[config.mk]
export PLATFORM = sky130hd
export DESIGN_NAME = muxbus_master
export DESIGN_NICKNAME = d
export VERILOG_FILES = /design/src/rtl/muxbus_pkg.sv /design/src/rtl/muxbus_seq.sv /design/src/rtl/muxbus_pins.sv /design/src/rtl/muxbus_master.sv
export SDC_FILE = /design/constraint.sdc
export NUM_CORES = 1
export LEC_CHECK = 0
export ABC_AREA = 0
export BUFFER_PORTS_ARGS = -buffer_cell sky130_fd_sc_hd__buf_2
export CAP_MARGIN = 25
export CORE_ASPECT_RATIO = 1.4
export CORE_MARGIN = 4
export CORE_UTILIZATION = 35
export CTS_CLUSTER_SIZE = 12
export DETAILED_ROUTE_END_ITERATION = 6
export MAX_ROUTING_LAYER = met4
export PLACE_DENSITY = 0.64
export SLEW_MARGIN = 20
export SYNTH_ARGS = -nofsm -noshare
export SYNTH_HDL_FRONTEND = slang
export SYNTH_SLANG_ARGS = --single-unit
[constraint.sdc]
create_clock -name clk -period 2.3 [get_ports clk]
set_clock_uncertainty 0.15 [all_clocks]
set_input_delay 0.345 -clock clk [delete_from_list [all_inputs] [get_ports clk]]
set_output_delay 0.345 -clock clk [all_outputs]
set_load 0.05 [all_outputs]
[src/rtl/muxbus_pkg.sv]
package muxbus_pkg;

    localparam int MB_ADDR_W = 26;
    localparam int MB_DATA_W = 16;
    localparam int MB_HI_W   = MB_ADDR_W - MB_DATA_W;
    localparam int MB_TYPE_W = 3;
    localparam logic [MB_TYPE_W-1:0] MB_TYPE_MUX = 3'b010;
    localparam int MB_ADDR_CYC = 2;

    typedef enum logic [2:0] {
        ST_IDLE  = 3'd0,
        ST_TURN  = 3'd1,
        ST_ADDR  = 3'd2,
        ST_DATA1 = 3'd3,
        ST_DATA2 = 3'd4
    } mb_state_e;

    typedef struct packed {
        logic                 write;
        logic [MB_ADDR_W-1:0] addr;
        logic [MB_DATA_W-1:0] wdata;
    } mb_req_t;

    typedef struct packed {
        logic                 cs_n;
        logic                 ah;
        logic                 rd_n;
        logic                 we_n;
        logic                 rdwr;
        logic                 bs_n;
        logic                 oe;
        logic [MB_DATA_W-1:0] ad;
    } mb_pins_t;

    function automatic logic mb_type_ok(input logic [MB_TYPE_W-1:0] t);
        return t == MB_TYPE_MUX;
    endfunction

endpackage

[src/rtl/muxbus_seq.sv]
module muxbus_seq
    import muxbus_pkg::*;
#(
    parameter int ADDR_CYC = MB_ADDR_CYC
) (
    input  logic                 clk,
    input  logic                 rst,
    input  logic [MB_TYPE_W-1:0] cfg_type,
    input  logic                 cfg_ext,
    input  logic                 req_valid,
    output mb_state_e            state,
    output logic                 ready,
    output logic                 load,
    output logic                 reject
);
    localparam int CNT_W = $clog2(ADDR_CYC + 2);

    mb_state_e        st_q, st_d;
    logic [CNT_W-1:0] cnt_q;
    logic             type_ok;
    logic             take;
    logic             reject_q;

    assign type_ok = mb_type_ok(cfg_type);
    assign ready   = (st_q == ST_IDLE) || ((st_q == ST_DATA2) && type_ok);
    assign take    = req_valid && ready;
    assign load    = take && type_ok;

    always_comb begin
        st_d = st_q;
        unique case (st_q)
            ST_IDLE:  if (load) st_d = ST_TURN;
            ST_TURN:  st_d = ST_ADDR;
            ST_ADDR:  if (cnt_q == '0) st_d = ST_DATA1;
            ST_DATA1: st_d = ST_DATA2;
            ST_DATA2: st_d = load ? ST_TURN : ST_IDLE;
            default:  st_d = ST_IDLE;
        endcase
    end

    always_ff @(posedge clk) begin
        if (rst) begin
            st_q     <= ST_IDLE;
            cnt_q    <= '0;
            reject_q <= 1'b0;
        end else begin
            st_q     <= st_d;
            reject_q <= take && !type_ok;
            if (load)
                cnt_q <= CNT_W'(ADDR_CYC - 1) + CNT_W'(cfg_ext);
            else if ((st_q == ST_ADDR) && (cnt_q != '0))
                cnt_q <= cnt_q - 1'b1;
        end
    end

    assign state  = st_q;
    assign reject = reject_q;

    // a request taken in T2 goes straight into the next turnaround
    assert_chain_no_idle_R9: assert property (@(posedge clk) disable iff (rst)
        (st_q == ST_DATA2 && load) |=> (st_q == ST_TURN));

endmodule

[src/rtl/muxbus_pins.sv]
module muxbus_pins
    import muxbus_pkg::*;
(
    input  logic                 clk,
    input  logic                 rst,
    input  mb_state_e            state,
    input  mb_req_t              req,
    input  logic [MB_DATA_W-1:0] ad_in,
    output mb_pins_t             pins,
    output logic [MB_DATA_W-1:0] rdata,
    output logic                 done
);
    logic                 done_q;
    logic [MB_DATA_W-1:0] rdata_q;

    always_comb begin
        pins      = '0;
        pins.cs_n = 1'b1;
        pins.rd_n = 1'b1;
        pins.we_n = 1'b1;
        pins.rdwr = 1'b1;
        pins.bs_n = 1'b1;
        unique case (state)
            ST_ADDR: begin
                pins.cs_n = 1'b0;
                pins.ah   = 1'b1;
                pins.rdwr = !req.write;
                pins.oe   = 1'b1;
                pins.ad   = req.addr[MB_DATA_W-1:0];
            end
            ST_DATA1, ST_DATA2: begin
                pins.cs_n = 1'b0;
                pins.rdwr = !req.write;
                pins.bs_n = (state != ST_DATA1);
                if (req.write) begin
                    pins.oe   = 1'b1;
                    pins.ad   = req.wdata;
                    pins.we_n = 1'b0;
                end else begin
                    pins.rd_n = 1'b0;
                end
            end
            default: ;
        endcase
    end

    always_ff @(posedge clk) begin
        if (rst) begin
            done_q  <= 1'b0;
            rdata_q <= '0;
        end else begin
            done_q <= (state == ST_DATA2);
            if ((state == ST_DATA2) && !req.write)
                rdata_q <= ad_in;
        end
    end

    assign done  = done_q;
    assign rdata = rdata_q;

    // bus-start lasts a single cycle
    assert_bs_single_R7: assert property (@(posedge clk) disable iff (rst)
        !pins.bs_n |=> pins.bs_n);
    // read strobe and write enable never overlap
    assert_strobe_excl_R7: assert property (@(posedge clk) disable iff (rst)
        !(!pins.rd_n && !pins.we_n));
    // bus released while reading
    assert_rd_release_R7: assert property (@(posedge clk) disable iff (rst)
        !pins.rd_n |-> !pins.oe);
    // address hold only inside chip select
    assert_ah_in_cs_R4: assert property (@(posedge clk) disable iff (rst)
        pins.ah |-> !pins.cs_n);
    // direction steady across an asserted chip select
    assert_rdwr_stable_R6: assert property (@(posedge clk) disable iff (rst)
        (!pins.cs_n && $past(!pins.cs_n)) |-> $stable(pins.rdwr));
    // done is a single-cycle pulse
    assert_done_pulse_R8: assert property (@(posedge clk) disable iff (rst)
        done_q |=> !done_q);

endmodule

[src/rtl/muxbus_master.sv]
module muxbus_master
    import muxbus_pkg::*;
#(
    parameter int ADDR_CYC = MB_ADDR_CYC
) (
    input  logic                 clk,
    input  logic                 rst,
    input  logic [MB_TYPE_W-1:0] cfg_bus_type,
    input  logic                 cfg_addr_ext,
    input  logic                 req_valid,
    input  logic                 req_write,
    input  logic [MB_ADDR_W-1:0] req_addr,
    input  logic [MB_DATA_W-1:0] req_wdata,
    output logic                 req_ready,
    output logic                 rsp_done,
    output logic                 rsp_err,
    output logic [MB_DATA_W-1:0] rsp_rdata,
    output logic                 ext_cs_n,
    output logic                 ext_ah,
    output logic                 ext_rd_n,
    output logic                 ext_we_n,
    output logic                 ext_rdwr,
    output logic                 ext_bs_n,
    output logic [MB_HI_W-1:0]   ext_addr_hi,
    output logic [MB_DATA_W-1:0] ext_ad_out,
    output logic                 ext_ad_oe,
    input  logic [MB_DATA_W-1:0] ext_ad_in
);
    mb_state_e state;
    logic      load;
    mb_req_t   req_q;
    mb_pins_t  pins;

    muxbus_seq #(.ADDR_CYC(ADDR_CYC)) u_seq (
        .clk       (clk),
        .rst       (rst),
        .cfg_type  (cfg_bus_type),
        .cfg_ext   (cfg_addr_ext),
        .req_valid (req_valid),
        .state     (state),
        .ready     (req_ready),
        .load      (load),
        .reject    (rsp_err)
    );

    always_ff @(posedge clk) begin
        if (rst)
            req_q <= '0;
        else if (load)
            req_q <= '{write: req_write, addr: req_addr, wdata: req_wdata};
    end

    muxbus_pins u_pins (
        .clk   (clk),
        .rst   (rst),
        .state (state),
        .req   (req_q),
        .ad_in (ext_ad_in),
        .pins  (pins),
        .rdata (rsp_rdata),
        .done  (rsp_done)
    );

    assign ext_cs_n    = pins.cs_n;
    assign ext_ah      = pins.ah;
    assign ext_rd_n    = pins.rd_n;
    assign ext_we_n    = pins.we_n;
    assign ext_rdwr    = pins.rdwr;
    assign ext_bs_n    = pins.bs_n;
    assign ext_ad_oe   = pins.oe;
    assign ext_ad_out  = pins.ad;
    assign ext_addr_hi = req_q.addr[MB_ADDR_W-1:MB_DATA_W];

    // the cycle after acceptance leaves the bus undriven and deselected
    assert_turn_hiz_R3: assert property (@(posedge clk) disable iff (rst)
        load |=> (ext_cs_n && !ext_ad_oe));
    // a refusal produces no bus activity and no completion
    assert_reject_quiet_R2: assert property (@(posedge clk) disable iff (rst)
        rsp_err |-> (ext_cs_n && !ext_ad_oe && !rsp_done));

endmodule

==> key figures, run 1 <==
Placement
  – Post-DP Area: 3470 um2
  – Detailed Place HPWL: 5400 um
  – IO Port Bufs: 117
  – GP Congestion: 0.840
  – Post-Place Cells: 528

Route
  – Post-route DRC: 0
  – Via/cell ratio: 5.17
  – Wire per inst: 15.3 um
  – Final WL: 8460 um
  – First drt pass iteration count: 4
  – Antenna-violating nets left: 0
  – Number of DRC markers in iteration 0: 113
  – Via Count: 2853

Layout
  – Cell area after layout: 4030 um2
  – Share of cells above drive strength 1: 40.7%
  – Final Non-Filler Cells: 552
  – Antenna Cells: 0
  – Area Overhead vs Synth: 41.4%
  – Nets: 515

STA
  – Period Utilization, post-route: 99.2%
  – Actual slew at the worst max-slew pin: 0.585 ns
  – Rel. slew slack: 60.5%
  – Hold WS: 0.0931 ns
  – Final Setup Violations: 0
  – Final worst path period need: 2.28 ns
  – RSZ-0062 raised after global routing: yes
  – Final hold vios: 0
  – Fmax: 0.438 GHz
  – Fin. max-slew vios: 0

Hold path
  – HP Class: input port to register
  – Hold depth: 3
  – Hold Startpoint: ext_ad_in[9]

Clock tree
  – CTS root buffer: clkbuf_8
  – Cts hold-fix bufs: 0
  – Buffer depth of the longest clock path: 2
  – Clock buffer count from CTS: 9
  – H-Tree Depth: 3
  – CTS tree: yes
  – Total clock sinks: 66
  – Clk_lat worst skew: 0.34 ns
  – Worst-path clk slew: 0.07 ns

Synthesis
  – Synth area leaders: dfxtp_1, a21oi_1, nand3_1
  – Post-synthesis sequential area ratio: 46.3%
  – Post-Syn Area: 2850 um2
  – Asr flop ratio synth: 0%
  – Synthesis warning total: 0
  – Syn Nets: 409
  – Cell count after synthesis: 342
  – Syn avg cell area: 8.34 um2
  – Synth Register Bits: 66
  – Most common cell in the netlist: dfxtp_1
  – Most common flop cell mapped by yosys: dfxtp_1
  – Post-synth EDFFs: 0
  – Post-synth top area share: 46.3%
  – Post-synth top cells: dfxtp_1, a21oi_1, nand3_1
  – Yosys top cell by area: dfxtp_1
  – Count of cell types in the netlist: 34

Critical path
  – CP most frequent cell: buf_6
  – Worst setup startpoint: u_seq.state[1]
  – R2R depth: 5
  – Largest fanout on the critical path: 5
  – Delay-heaviest family, CP: buffers and inverters
  – Bufs and invs on worst path: 3
  – Worst Path Required: 1.80 ns
  – Critical Path AT: 1.79 ns
  – CP Depth: 6
  – CP Cell Sequence: or3b_4, a21boi_4, buf_12, buf_6, a22o_2, buf_6
  – Worst setup SP type: register
  – Critical path's slowest cell: or3b_4
  – RR Startpoint: u_seq.state[2]
  – CP Capture Type: primary output
  – WS Path Type: register to primary output
  – CP peak stage delay: 0.40 ns

Floorplan
  – Row count: 38
  – Io pins: 118
  – Chip height: 115 um
  – Die area: 9680 um2
  – Die X: 84.3 um
  – Initial Util: 36.4%
  – Core Region: 7850 um2

Power and ir drop
  – Register share of total power: 46.7%
  – Overall Power: 2.52 mW
  – Worst-case vdd ir drop: 386 uV
  – Sw Pwr: 646 uW
  – Pleak: 1.64 nW
  – PwrDens: 624 nW/um2
  – P_int: 1.87 mW
  – Logic gate share of total power: 11.0%
  – Clock power frac: 42.2%
  – Sw frac: 25.7%

Global route
  – Largest net degree at the start of global routing: 44
  – First-pass GRT wire length: 13200 um
  – Grt total ovfl: 0
  – Total routing usage reported by global routing: 17.0%
  – Number of global-route vias before repair: 2705
  – Initial antenna violation count: 0

Flow run
  – Max Cap Violations: 0

Outcome
  – Status: finished, final reports clean
-- routing by layer --
metal | vias to the layer above | part of all wire [%] | GRT usage, %
li1 | 1413 | - | -
met1 | 1326 | 44 | 22.0
met2 | 107 | 47 | 25.7
met3 | 7 | 7.5 | 5.59
met4 | 0 | 1.0 | 4.61
met5 | - | 0 | -
-- final timing paths --
path	slack (ns)	endpoint
worst max-delay path	0.02	ext_ad_out[7]
worst min-delay path	0.09	u_pins.rdata[9]
worst max register to register	0.47	u_pins.rdata[3]
worst min register to register	0.30	u_pins.rdata[8]
-- layout make-up --
type | instances | area [um2]
multi-input cells | 227 | 1360
clock buffers | 9 | 124
clock inverters | 6 | 92.6
flip-flops and latches | 66 | 1330
well taps | 100 | 125
repair buffers | 140 | 993
inverters | 4 | 15.0
fillers | 762 | 3810
-- metrics by stage --
stage	setup TNS (ns)	setup WS (ns)	utilization (%)
5_1_grt	-0.614	-0.0492	51.4
6_report	0	0.0185	51.4
3_3_place_gp	0	0.334	44.3
4_1_cts	-0.0285	-0.0133	48.3
3_5_place_dp	0	0.297	44.3
2_1_floorplan	-0.420	-0.0466	-
-- sequential cells by signal (all words and copies together) (netlist names) --
signal / count
ext_addr_hi: 10
u_seq.state: 3
req_q: 33
u_seq.cnt_q: 2
u_seq.reject: 1
u_pins.rdata: 16
u_pins.done: 1
-- logic make-up (layout without fill, tap and decap cells) --
| family | count (synthesis) | in the layout | synth area share, % |
|---|---|---|---|
| compound gates | 128 | 128 | 26.2 |
| simple gates | 96 | 96 | 17.3 |
| flops | 66 | 66 | 46.3 |
| buf+inv | 49 | 159 | 9.08 |
| fa+ha+maj | 1 | 1 | 0.439 |
| xor+xnor | 1 | 1 | 0.307 |
| mux | 1 | 1 | 0.351 |
-- cells in the final DEF (no fill, tap or decap), types with 4 or more instances in the layout --
cell type / n
dfxtp_1: 63
inv_1: 4
buf_6: 10
buf_2: 100
buf_8: 11
clkbuf_8: 9
buf_4: 14
a22o_4: 8
o21ai_0: 37
o21ai_1: 6
a22o_2: 8
nand3_1: 44
a21oi_1: 61
nand2_1: 34
-- power by group through the flow --
stage	Clock, mW	Sequential (mW)	Combinational (mW)
6_report	1.06	1.18	0.278
5_1_grt	1.14	1.18	0.306
4_1_cts	1.09	1.17	0.270
3_5_place_dp	0	1.20	0.267
3_3_place_gp	0	1.20	0.265
2_1_floorplan	0	1.20	0.160
-- worst reg2reg max path, stage by stage (launching register included) --
cell     delay [ns]
dfxtp_2        0.34
buf_6          0.10
buf_4          0.14
or4b_1         0.73
nand2_1        0.17
a21oi_1        0.07
-- timing repair --
action | in CTS | in global routing
pin swaps | 0 | 2
buffers inserted | 0 | 6
endpoints found under the setup margin | 17 | 18
cloned | 0 | 3
hold endpoints to repair | 0 | 0
resized for setup | 33 | 27
No activity file was read; power rests on OpenSTA's default activity.
==> run 2: changes to the inputs <==
==> constraint.sdc (replaced) <==
create_clock -name clk -period 2.3 [get_ports clk]
set_clock_uncertainty 0.15 [all_clocks]
set_input_delay 0.345 -clock clk [delete_from_list [all_inputs] [get_ports clk]]
set_output_delay 0.345 -clock clk [all_outputs]
set_load 0.01 [all_outputs]
==> run 2 against run 1 <==
Against the previous run: maximum frequency up 1.5%; largest cell class is now sequential cells; global-route usage hardly changed; total power shrank 0.87%; sequential cell count stayed put; clock power hardly changed.
==> key figures, run 2 (same netlist as run 1, synthesis figures left out) <==
Critical path
  – Worst setup SP type: register
  – Worst Path Required: 1.80 ns
  – CP Capture Type: primary output
  – Reg2Reg Capture Point: req_q[27]
  – R2R setup slack: 0.47 ns
  – Crit path to: ext_ad_out[5]
  – WS Path Type: register to primary output
  – RR Startpoint: u_seq.state[0]
  – CP peak stage delay: 0.42 ns
  – CP Cell Sequence: or3b_4, a21boi_4, buf_12, a22o_1, buf_2
  – Critical path's slowest cell: or3b_4
  – Largest fanout on the critical path: 18
  – Critical Path AT: 1.75 ns
  – R2R depth: 5
  – Worst setup startpoint: u_seq.state[1]

Clock tree
  – Buffer depth of the longest clock path: 2
  – Total clock sinks: 66
  – Worst-path clk slew: 0.07 ns
  – Clock buffer count from CTS: 9
  – H-Tree Depth: 3
  – CTS tree: yes
  – CTS root buffer: clkbuf_8
  – Clk_lat worst skew: 0.35 ns

Layout
  – # fillers: 802
  – Area of the multi-input gates: 1280 um2
  – Register area: 1330 um2
  – Largest reg by FF count: req_q
  – Antenna Cells: 0
  – Share of cells above drive strength 1: 37.8%
  – Cell area after layout: 3750 um2
  – Nets: 506
  – Commonest non-fill, non-tap cell in the layout: buf_2
  – Area Overhead vs Synth: 31.4%
  – Most frequent cells in the layout: buf_2, dfxtp_1, a21oi_1
  – Max reg flops: 33
  – Final Non-Filler Cells: 544

Power and ir drop
  – Logic gate share of total power: 9.1%
  – Sw Pwr: 597 uW
  – Clock power frac: 43.7%
  – P_int: 1.90 mW
  – PwrDens: 666 nW/um2
  – Sw frac: 23.9%
  – Register share of total power: 47.2%
  – Worst-case vdd ir drop: 337 uV
  – Pleak: 1.52 nW

Placement
  – GP Congestion: 0.799
  – Post-DP Area: 3460 um2
  – Detailed Place HPWL: 5540 um
  – Pre-CTS setup slack: 0.312 ns
  – IO Port Bufs: 117
  – Post-Place Cells: 527

STA
  – Period Utilization, post-route: 97.8%
  – Final worst path period need: 2.25 ns
  – Final hold vios: 0
  – Fmax: 0.445 GHz
  – Fin. max-slew vios: 0
  – RSZ-0062 raised after global routing: yes
  – Slack of the critical path: 0.0514 ns
  – Rel. slew slack: 58.1%
  – Actual slew at the worst max-slew pin: 0.620 ns
  – Final Setup Violations: 0

Route
  – Final WL: 7970 um
  – Wire per inst: 14.7 um
  – Via/cell ratio: 5.13
  – Antenna-violating nets left: 0
  – Number of DRC markers in iteration 0: 140
  – Post-route DRC: 0
  – First drt pass iteration count: 4
  – Via Count: 2792

Floorplan
  – Initial Util: 36.4%
  – Row count: 38
  – Chip height: 115 um
  – Io pins: 118
  – Core Region: 7850 um2
  – Die X: 84.3 um
  – Die area: 9680 um2

Global route
  – Grt total ovfl: 0
  – First-pass GRT wire length: 13000 um
  – Number of global-route vias before repair: 2839
  – Largest net degree at the start of global routing: 44
  – Total routing usage reported by global routing: 17.0%
  – Initial antenna violation count: 0

Flow run
  – Max Cap Violations: 0

Outcome
  – Status: finished, final reports clean

Hold path
  – HP Class: input port to register
  – Hold depth: 3
[run 2: cell count changes in the layout (fill, tap and decap cells not counted), sizes merged]
cell,delta
clkbuf,-1
inv,+1
buf,-7
clkinv,-1
[run 2: worst max-delay path, delay by kind of cell, from the launching register on]
family                 cells  cell delay, ns
AND/OR/NAND/NOR            1            0.42
buffers and inverters      2            0.30
flip-flops                 1            0.38
AO/OA/AOI/OAI              2            0.31
[run 2: worst min-delay path by stage]
stage	to	startpoint	slack, ns
2_1_floorplan	u_seq.cnt_q[0]	u_seq.cnt_q[0]	0.28
3_3_place_gp	u_pins.rdata[8]	u_pins.rdata[8]	0.29
3_5_place_dp	u_pins.rdata[9]	u_pins.rdata[9]	0.29
4_1_cts	u_pins.rdata[7]	ext_ad_in[7]	0.06
5_1_grt	req_q[22]	req_addr[6]	0.08
6_report	u_pins.rdata[8]	ext_ad_in[8]	0.07
[run 2: final cells by class]
type	instances	area share (%)
sequential	66	35.4
multi-input combinational	227	34.2
timing repair buffer	131	20.6
clock buffer	10	3.67
tap	100	3.34
clock inverter	6	2.37
inverter	4	0.401
[run 2: per-layer routing]
layer	share of wire [%]	global-route usage [%]	routed length (um)	vias to the layer above
met5	0	-	0	-
met4	1.9	8.26	148	0
met3	7.1	4.87	570	12
met2	48	27.5	3850	102
met1	43	19.3	3400	1291
li1	-	-	-	1387
[run 2: power groups by stage]
stage | logic [mW] | clock network (mW) | registers (mW)
floorplan | 0.130 | 0 | 1.20
global route | 0.255 | 1.17 | 1.18
detailed placement | 0.231 | 0 | 1.20
global placement | 0.230 | 0 | 1.20
CTS | 0.232 | 1.12 | 1.18
finish | 0.228 | 1.09 | 1.18
[run 2: stage by stage]
stage                     TNS, ns  power, mW  hold WS, ns  util (%)
final                           0       2.50       0.0733      47.8
after floorplan                 0       1.33        0.283         -
after global routing       -0.183       2.60       0.0769      47.8
after global placement          0       1.43        0.289      44.2
after CTS                       0       2.53       0.0604      47.1
after detailed placement        0       1.43        0.293      44.2
[run 2: repair_timing]
item	CTS	global route
buffers inserted	0	1
resized for setup	4	7
hold buffers	0	0
endpoints found under the setup margin	17	16
pin swaps	1	0
